File: src/rtl/sema_pkg.sv
package sema_pkg;
  localparam int unsigned MST_W  = 4;
  localparam int unsigned DOM_W  = 2;
  localparam int unsigned DATA_W = 16;
  localparam logic [7:0] KEY_ARM  = 8'hE2;
  localparam logic [7:0] KEY_FIRE = 8'h1D;

  typedef struct packed {
    logic [DOM_W-1:0] dom;
    logic [MST_W-1:0] mst;
  } gate_t;

  typedef enum logic [1:0] {
    SEQ_IDLE  = 2'd0,
    SEQ_ARMED = 2'd1,
    SEQ_CLEAR = 2'd2
  } seq_state_e;
endpackage

File: src/rtl/sema_gate_slot.sv
module sema_gate_slot
  import sema_pkg::*;
#(
  parameter int unsigned N_PORTS = 2
) (
  input  logic                            clk_i,
  input  logic                            rst_ni,
  input  logic [N_PORTS-1:0]              hit_i,
  input  logic [N_PORTS-1:0][MST_W-1:0]   val_i,
  input  logic [N_PORTS-1:0][MST_W-1:0]   mst_i,
  input  logic [N_PORTS-1:0][DOM_W-1:0]   dom_i,
  input  logic                            clr_i,
  output gate_t                           gate_o
);
  gate_t            gate_q, gate_d;
  logic             is_free, found, win_lock, can_lock, can_free;
  logic [MST_W-1:0] win_mst;
  logic [DOM_W-1:0] win_dom;
  logic [MST_W:0]   mine;

  assign is_free = (gate_q.mst == '0);

  always_comb begin
    found    = 1'b0;
    win_lock = 1'b0;
    win_mst  = '0;
    win_dom  = '0;
    mine     = '0;
    can_lock = 1'b0;
    can_free = 1'b0;
    for (int p = 0; p < int'(N_PORTS); p++) begin
      mine     = {1'b0, mst_i[p]} + 1'b1;
      can_lock = is_free && ({1'b0, val_i[p]} == mine);
      can_free = !is_free && ({1'b0, gate_q.mst} == mine) && (val_i[p] == '0);
      // lowest master index wins among effective writers
      if (hit_i[p] && (can_lock || can_free) && (!found || mst_i[p] < win_mst)) begin
        found    = 1'b1;
        win_mst  = mst_i[p];
        win_dom  = dom_i[p];
        win_lock = can_lock;
      end
    end
    gate_d = gate_q;
    if (clr_i) begin
      gate_d = '0;
    end else if (found) begin
      if (win_lock) begin
        gate_d.dom = win_dom;
        gate_d.mst = MST_W'(win_mst + 1'b1);
      end else begin
        gate_d = '0;
      end
    end
  end

  always_ff @(posedge clk_i or negedge rst_ni) begin
    if (!rst_ni) gate_q <= '0;
    else         gate_q <= gate_d;
  end

  assign gate_o = gate_q;
endmodule

File: src/rtl/sema_rst_seq.sv
module sema_rst_seq
  import sema_pkg::*;
#(
  parameter int unsigned N_GATES = 16
) (
  input  logic               clk_i,
  input  logic               rst_ni,
  input  logic               wr_valid_i,
  input  logic [DATA_W-1:0]  wr_data_i,
  output seq_state_e         state_o,
  output logic [7:0]         tgt_o,
  output logic [N_GATES-1:0] clr_o
);
  localparam logic [7:0] ALL_THR = 8'(N_GATES);

  seq_state_e state_q;
  logic [7:0] tgt_q;
  logic [7:0] key;

  assign key = wr_data_i[7:0];

  always_ff @(posedge clk_i or negedge rst_ni) begin
    if (!rst_ni) begin
      state_q <= SEQ_IDLE;
      tgt_q   <= '0;
    end else begin
      unique case (state_q)
        SEQ_IDLE:  if (wr_valid_i && key == KEY_ARM) state_q <= SEQ_ARMED;
        SEQ_ARMED: if (wr_valid_i) begin
          if (key == KEY_FIRE) begin
            state_q <= SEQ_CLEAR;
            tgt_q   <= wr_data_i[15:8];
          end else begin
            state_q <= SEQ_IDLE;
          end
        end
        SEQ_CLEAR: state_q <= SEQ_IDLE;
        default:   state_q <= SEQ_IDLE;
      endcase
    end
  end

  for (genvar g = 0; g < int'(N_GATES); g++) begin : g_clr
    assign clr_o[g] = (state_q == SEQ_CLEAR) && ((tgt_q >= ALL_THR) || (tgt_q == 8'(g)));
  end

  assign state_o = state_q;
  assign tgt_o   = tgt_q;
endmodule

File: src/rtl/sema_rd_port.sv
module sema_rd_port
  import sema_pkg::*;
#(
  parameter int unsigned N_GATES = 16,
  parameter int unsigned AW      = 5
) (
  input  logic                     clk_i,
  input  logic                     rst_ni,
  input  logic                     re_i,
  input  logic [AW-1:0]            addr_i,
  input  gate_t [N_GATES-1:0]      gates_i,
  input  seq_state_e               state_i,
  input  logic [7:0]               tgt_i,
  output logic [DATA_W-1:0]        rdata_o
);
  localparam logic [AW-1:0] RST_ADDR = AW'(N_GATES);

  logic [DATA_W-1:0] rd_d, rdata_q;

  always_comb begin
    rd_d = '0;
    for (int g = 0; g < int'(N_GATES); g++) begin
      if (addr_i == AW'(g)) rd_d = {8'h00, 2'b00, gates_i[g]};
    end
    if (addr_i == RST_ADDR) rd_d = {tgt_i, 6'b0, state_i};
  end

  always_ff @(posedge clk_i or negedge rst_ni) begin
    if (!rst_ni)   rdata_q <= '0;
    else if (re_i) rdata_q <= rd_d;
  end

  assign rdata_o = rdata_q;
endmodule

File: src/rtl/sema_gate_bank.sv
module sema_gate_bank
  import sema_pkg::*;
#(
  parameter int unsigned N_GATES = 16,
  parameter int unsigned N_PORTS = 2,
  localparam int unsigned AW     = $clog2(N_GATES + 1)
) (
  input  logic                        clk_i,
  input  logic                        rst_ni,
  input  logic [N_PORTS-1:0]          we_i,
  input  logic [N_PORTS-1:0]          re_i,
  input  logic [N_PORTS*AW-1:0]       addr_i,
  input  logic [N_PORTS*DATA_W-1:0]   wdata_i,
  input  logic [N_PORTS*MST_W-1:0]    mst_i,
  input  logic [N_PORTS*DOM_W-1:0]    dom_i,
  output logic [N_PORTS*DATA_W-1:0]   rdata_o
);
  localparam logic [AW-1:0] RST_ADDR = AW'(N_GATES);

  logic [N_PORTS-1:0][AW-1:0]     p_addr;
  logic [N_PORTS-1:0][DATA_W-1:0] p_wdata;
  logic [N_PORTS-1:0][MST_W-1:0]  p_val, p_mst;
  logic [N_PORTS-1:0][DOM_W-1:0]  p_dom;
  logic [N_GATES-1:0][N_PORTS-1:0] hit;

  gate_t [N_GATES-1:0] gate_q;
  logic  [N_GATES-1:0] clr_vec;
  seq_state_e          seq_state;
  logic [7:0]          seq_tgt;
  logic                rst_wr_valid;
  logic [DATA_W-1:0]   rst_wr_data;

  for (genvar p = 0; p < int'(N_PORTS); p++) begin : g_port
    assign p_addr[p]  = addr_i[p*AW +: AW];
    assign p_wdata[p] = wdata_i[p*DATA_W +: DATA_W];
    assign p_val[p]   = p_wdata[p][MST_W-1:0];
    assign p_mst[p]   = mst_i[p*MST_W +: MST_W];
    assign p_dom[p]   = dom_i[p*DOM_W +: DOM_W];

    sema_rd_port #(.N_GATES(N_GATES), .AW(AW)) u_rd (
      .clk_i   (clk_i),
      .rst_ni  (rst_ni),
      .re_i    (re_i[p]),
      .addr_i  (p_addr[p]),
      .gates_i (gate_q),
      .state_i (seq_state),
      .tgt_i   (seq_tgt),
      .rdata_o (rdata_o[p*DATA_W +: DATA_W])
    );
  end

  for (genvar g = 0; g < int'(N_GATES); g++) begin : g_gate
    for (genvar p = 0; p < int'(N_PORTS); p++) begin : g_hit
      assign hit[g][p] = we_i[p] && (p_addr[p] == AW'(g));
    end

    sema_gate_slot #(.N_PORTS(N_PORTS)) u_slot (
      .clk_i  (clk_i),
      .rst_ni (rst_ni),
      .hit_i  (hit[g]),
      .val_i  (p_val),
      .mst_i  (p_mst),
      .dom_i  (p_dom),
      .clr_i  (clr_vec[g]),
      .gate_o (gate_q[g])
    );
  end

  // reset register: lowest port wins a same-cycle collision
  always_comb begin
    rst_wr_valid = 1'b0;
    rst_wr_data  = '0;
    for (int p = int'(N_PORTS) - 1; p >= 0; p--) begin
      if (we_i[p] && p_addr[p] == RST_ADDR) begin
        rst_wr_valid = 1'b1;
        rst_wr_data  = p_wdata[p];
      end
    end
  end

  sema_rst_seq #(.N_GATES(N_GATES)) u_seq (
    .clk_i      (clk_i),
    .rst_ni     (rst_ni),
    .wr_valid_i (rst_wr_valid),
    .wr_data_i  (rst_wr_data),
    .state_o    (seq_state),
    .tgt_o      (seq_tgt),
    .clr_o      (clr_vec)
  );
endmodule

File: config.mk
export PLATFORM = sky130hd
export DESIGN_NAME = sema_gate_bank
export DESIGN_NICKNAME = d
export VERILOG_FILES = /design/src/rtl/sema_pkg.sv /design/src/rtl/sema_gate_slot.sv /design/src/rtl/sema_rst_seq.sv /design/src/rtl/sema_rd_port.sv /design/src/rtl/sema_gate_bank.sv
export SDC_FILE = /design/constraint.sdc
export NUM_CORES = 1
export LEC_CHECK = 0
export ABC_AREA = 1
export CORE_AREA = 2 2 201 203
export DETAILED_ROUTE_END_ITERATION = 8
export DIE_AREA = 0 0 203 205
export PLACE_DENSITY_LB_ADDON = 0.3
export SYNTH_ARGS = -nofsm -noshare
export SYNTH_HDL_FRONTEND = slang
export SYNTH_SLANG_ARGS = --single-unit
File: constraint.sdc
create_clock -name clk_i -period 3.4 [get_ports clk_i]
set_clock_uncertainty 0.15 [all_clocks]
set_input_delay 0.68 -clock clk_i [delete_from_list [all_inputs] [get_ports clk_i]]
set_output_delay 0.68 -clock clk_i [all_outputs]
set_load 0.02 [all_outputs]
==> results by group <==
Status
  – Outcome: completed

Power
  – Max IR drop VDD: 0.3238 mV
  – Leakage power total: around 11 nW
  – Power Total: approximately 5 mW
  – Power per cell area: around 220 nW/um^2

Synth
  – Synth area leaders: nand2_1 22%, dfrtp_1 21%, nand3_1 9.2%, inv_1 7.7%, o21ai_0 6.6%
  – Seq/Total Area, Yosys: 0.2102
  – Cell area after technology mapping: between 15000 and 20000 um^2
  – Ys async rst share: 1.000
  – Cell taking the most area after synthesis: nand2_1
  – Mean Syn Cell Area: between 5 and 6 um^2
  – YS warnings: 0
  – Number of distinct library cells after synthesis: 46
  – Post-synth top cells: 933 x nand2_1, 326 x inv_1, 293 x nand3_1
  – Post-synth top area share: 0.2195
  – Most frequent cell after synthesis: nand2_1
  – Syn Inst Count: 2791
  – EDFF count, synth: 0
  – Post-synthesis register bit count: between 100 and 150
  – Post-synth top flop: dfrtp_1

Route
  – Final wirelength: just under 80000 um
  – Post-route ant nets: 0
  – DR DRC count: 0
  – 1st-iter DRT viols: between 2000 and 2500
  – Via count: ~21000
  – WL/cell: roughly 20 um
  – Drt pass-1 iters: 7
  – Vias per cell: around 5.5

Clock tree
  – Clock buffer depth: 2
  – Reg clk slew, reported paths: 0.06 ns
  – H-tree lvl count: 4
  – Total CTS buffers: 17
  – TritonCTS clock tree: done
  – Skew-Pair Late Insertion Delay: 0.51 ns
  – Sink Count: approximately 130
  – Root buffer cell: clkbuf_16

Job
  – Max-Cap Viols: 0

Placement
  – HPWL Detailed: 58720 um
  – DP Area: roughly 21000 um^2
  – DP Cell Count: ~3800
  – Post-place setup slack: -0.7946 ns
  – Routability cong.: between 1 and 1.5
  – IO buf count: 87

Final layout
  – Fraction of layout cells with a size suffix above 1: 0.2344
  – Multi-input logic area: between 10000 and 15000 um^2
  – Final core utilization: 0.5739
  – Final instance area: roughly 23000 um^2
  – Fillers: around 3800
  – Area growth from synthesis to layout: 41.59%
  – Final net count: about 3500
  – Register Area: roughly 3400 um^2
  – Post-Layout Cell Count: 3868

Global routing
  – First-pass GRT wire length: between 100000 and 150000 um
  – GRT overflow: 0
  – Largest net degree at the start of global routing: 85
  – Initial antenna violation count: 2
  – Vias in the first global route: between 15000 and 20000
  – All-Layer GR Usage: 0.3723

Timing
  – Fmax: 304.3 MHz
  – RSZ-0062 raised after global routing: true
  – Fin crit period: 3.286 ns
  – Setup-failing EPs final: 0
  – Slew HR: 0.3397
  – Max-slew violations: 0
  – Hold Fails Final Rpt: 0
  – Tcrit/Tclk final: 0.9664
  – Measured slew at the worst slew-check pin: roughly 0.99 ns
  – Final setup margin: approximately 0.11 ns

Setup path
  – R2R Setup Slk: about 0.29 ns
  – Crit Path Class: input pin to flip-flop
  – Critical path required time: 3.63 ns
  – Crit-path max FO: 7
  – Critical path launch point type: input pin
  – Element type at the critical path end: flip-flop
  – Worst EP arrival: roughly 3.5 ns

Floorplan
  – Die Height: ~200 um
  – Core Box Area: between 30000 and 40000 um^2
  – Horiz. Die Dim: between 200 and 250 um
  – Die area: approximately 42000 um^2
  – Top Ports: between 90 and 100
  – Row count: 73
  – Initial Utilization: 0.4053

Worst hold path
  – Min-delay worst type: flip-flop to flip-flop
-- cell type report --
type | count | area share
Antenna cell | 2 | 0.0002215
Multi-Input combinational cell | 2221 | 0.5124
Tap cell | 525 | 0.02908
Clock buffer | 20 | 0.01977
Inverter | 337 | 0.05599
Timing Repair Buffer | 617 | 0.2252
Sequential cell | 134 | 0.1484
Clock inverter | 12 | 0.008917
-- final timing paths --
kind	start	end	depth (start not counted)
setup / recovery	mst_i[0]	g_gate[1].u_slot.gate_o[2]	23
hold / removal	g_port[0].u_rd.rdata_o[15]	g_port[0].u_rd.rdata_o[15]	2
setup reg to reg	g_gate[10].u_slot.gate_o[2]	g_gate[10].u_slot.gate_o[2]	19
hold reg to reg	g_port[0].u_rd.rdata_o[15]	g_port[0].u_rd.rdata_o[15]	2
max in group asynchronous	rst_ni	g_port[1].u_rd.rdata_o[5]	3
min in group asynchronous	rst_ni	g_gate[4].u_slot.gate_o[0]	2
-- layout by cell type (no fill, tap or decap), types with 17 or more instances in the layout --
master / count
buf_4: 500
o21ai_0: 196
xnor2_1: 36
clkbuf_16: 18
clkdlybuf4s50_1: 69
o21ai_1: 48
a21oi_1: 93
xor2_1: 32
inv_1: 321
nor2_1: 251
nor2_2: 22
nor3_1: 31
nand2_1: 889
or2_2: 21
ha_1: 55
dfrtp_1: 134
nand3_2: 17
nand4_1: 68
buf_12: 18
nand2_2: 55
nand3_1: 267
-- worst max-delay path, cell delays in order --
cell	delay [ns]
buf_4	0.14
ha_4	0.34
xnor2_2	0.13
nand3_2	0.11
nor2_4	0.19
buf_12	0.18
nand3_4	0.08
nand2_4	0.09
nand2_1	0.08
ha_4	0.29
nand2_1	0.05
inv_1	0.05
nand2_1	0.05
nand2_1	0.07
nand2_1	0.08
nand2_2	0.10
o21ai_0	0.09
o21ai_1	0.11
inv_1	0.08
ha_2	0.17
or2_0	0.22
nand3_1	0.07
nand2_1	0.05
-- metal layers --
| metal | track usage | share of wire | vias up |
|---|---|---|---|
| li1 | - | - | 10101 |
| met1 | 0.4988 | 0.42 | 9927 |
| met2 | 0.5619 | 0.42 | 1106 |
| met3 | 0.07906 | 0.10 | 257 |
| met4 | 0.1958 | 0.058 | 0 |
| met5 | 0 | 0 | - |
-- report_power, final --
group	internal, mW	switching [mW]
clock network	1.32	0.835
logic	0.473	0.754
registers	1.60	0.00455
-- state kept, by name (all words and copies together) (netlist names) --
register              count
u_seq.state_o             2
u_seq.tgt_o               8
g_port.u_rd.rdata_o      28
g_gate.u_slot.gate_o     96
-- stage by stage --
step                setup TNS [ns]  hold slack (ns)
global placement            -50.99           0.3190
global route               -0.2718           0.3679
floorplan                  -0.3348           0.2344
CTS                              0           0.3363
finish                           0           0.3320
detailed placement          -58.76           0.3204
-- kinds of logic (layout without fill, tap and decap cells) --
family          Yosys count  after routing  synth area share
compound gates          385            385            0.1296
xor+xnor                 75             75           0.04164
fa+ha+maj                66             66           0.05176
buf+inv                 439            986            0.1075
flops                   134            134            0.2102
mux                       1              1         0.0006274
other cells               1              6         0.0002350
simple gates           1690           1690            0.4584
-- what timing repair did --
item | in CTS | in global routing
hold endpoints to repair | 16 | 0
hold buffers | 1 | 0
gates resized for setup | 43 | 143
setup endpoints to repair | 76 | 71
pin swaps | 9 | 37
gates cloned | 0 | 2
setup buffers | 16 | 18
Power figures use the tool's default switching activity.
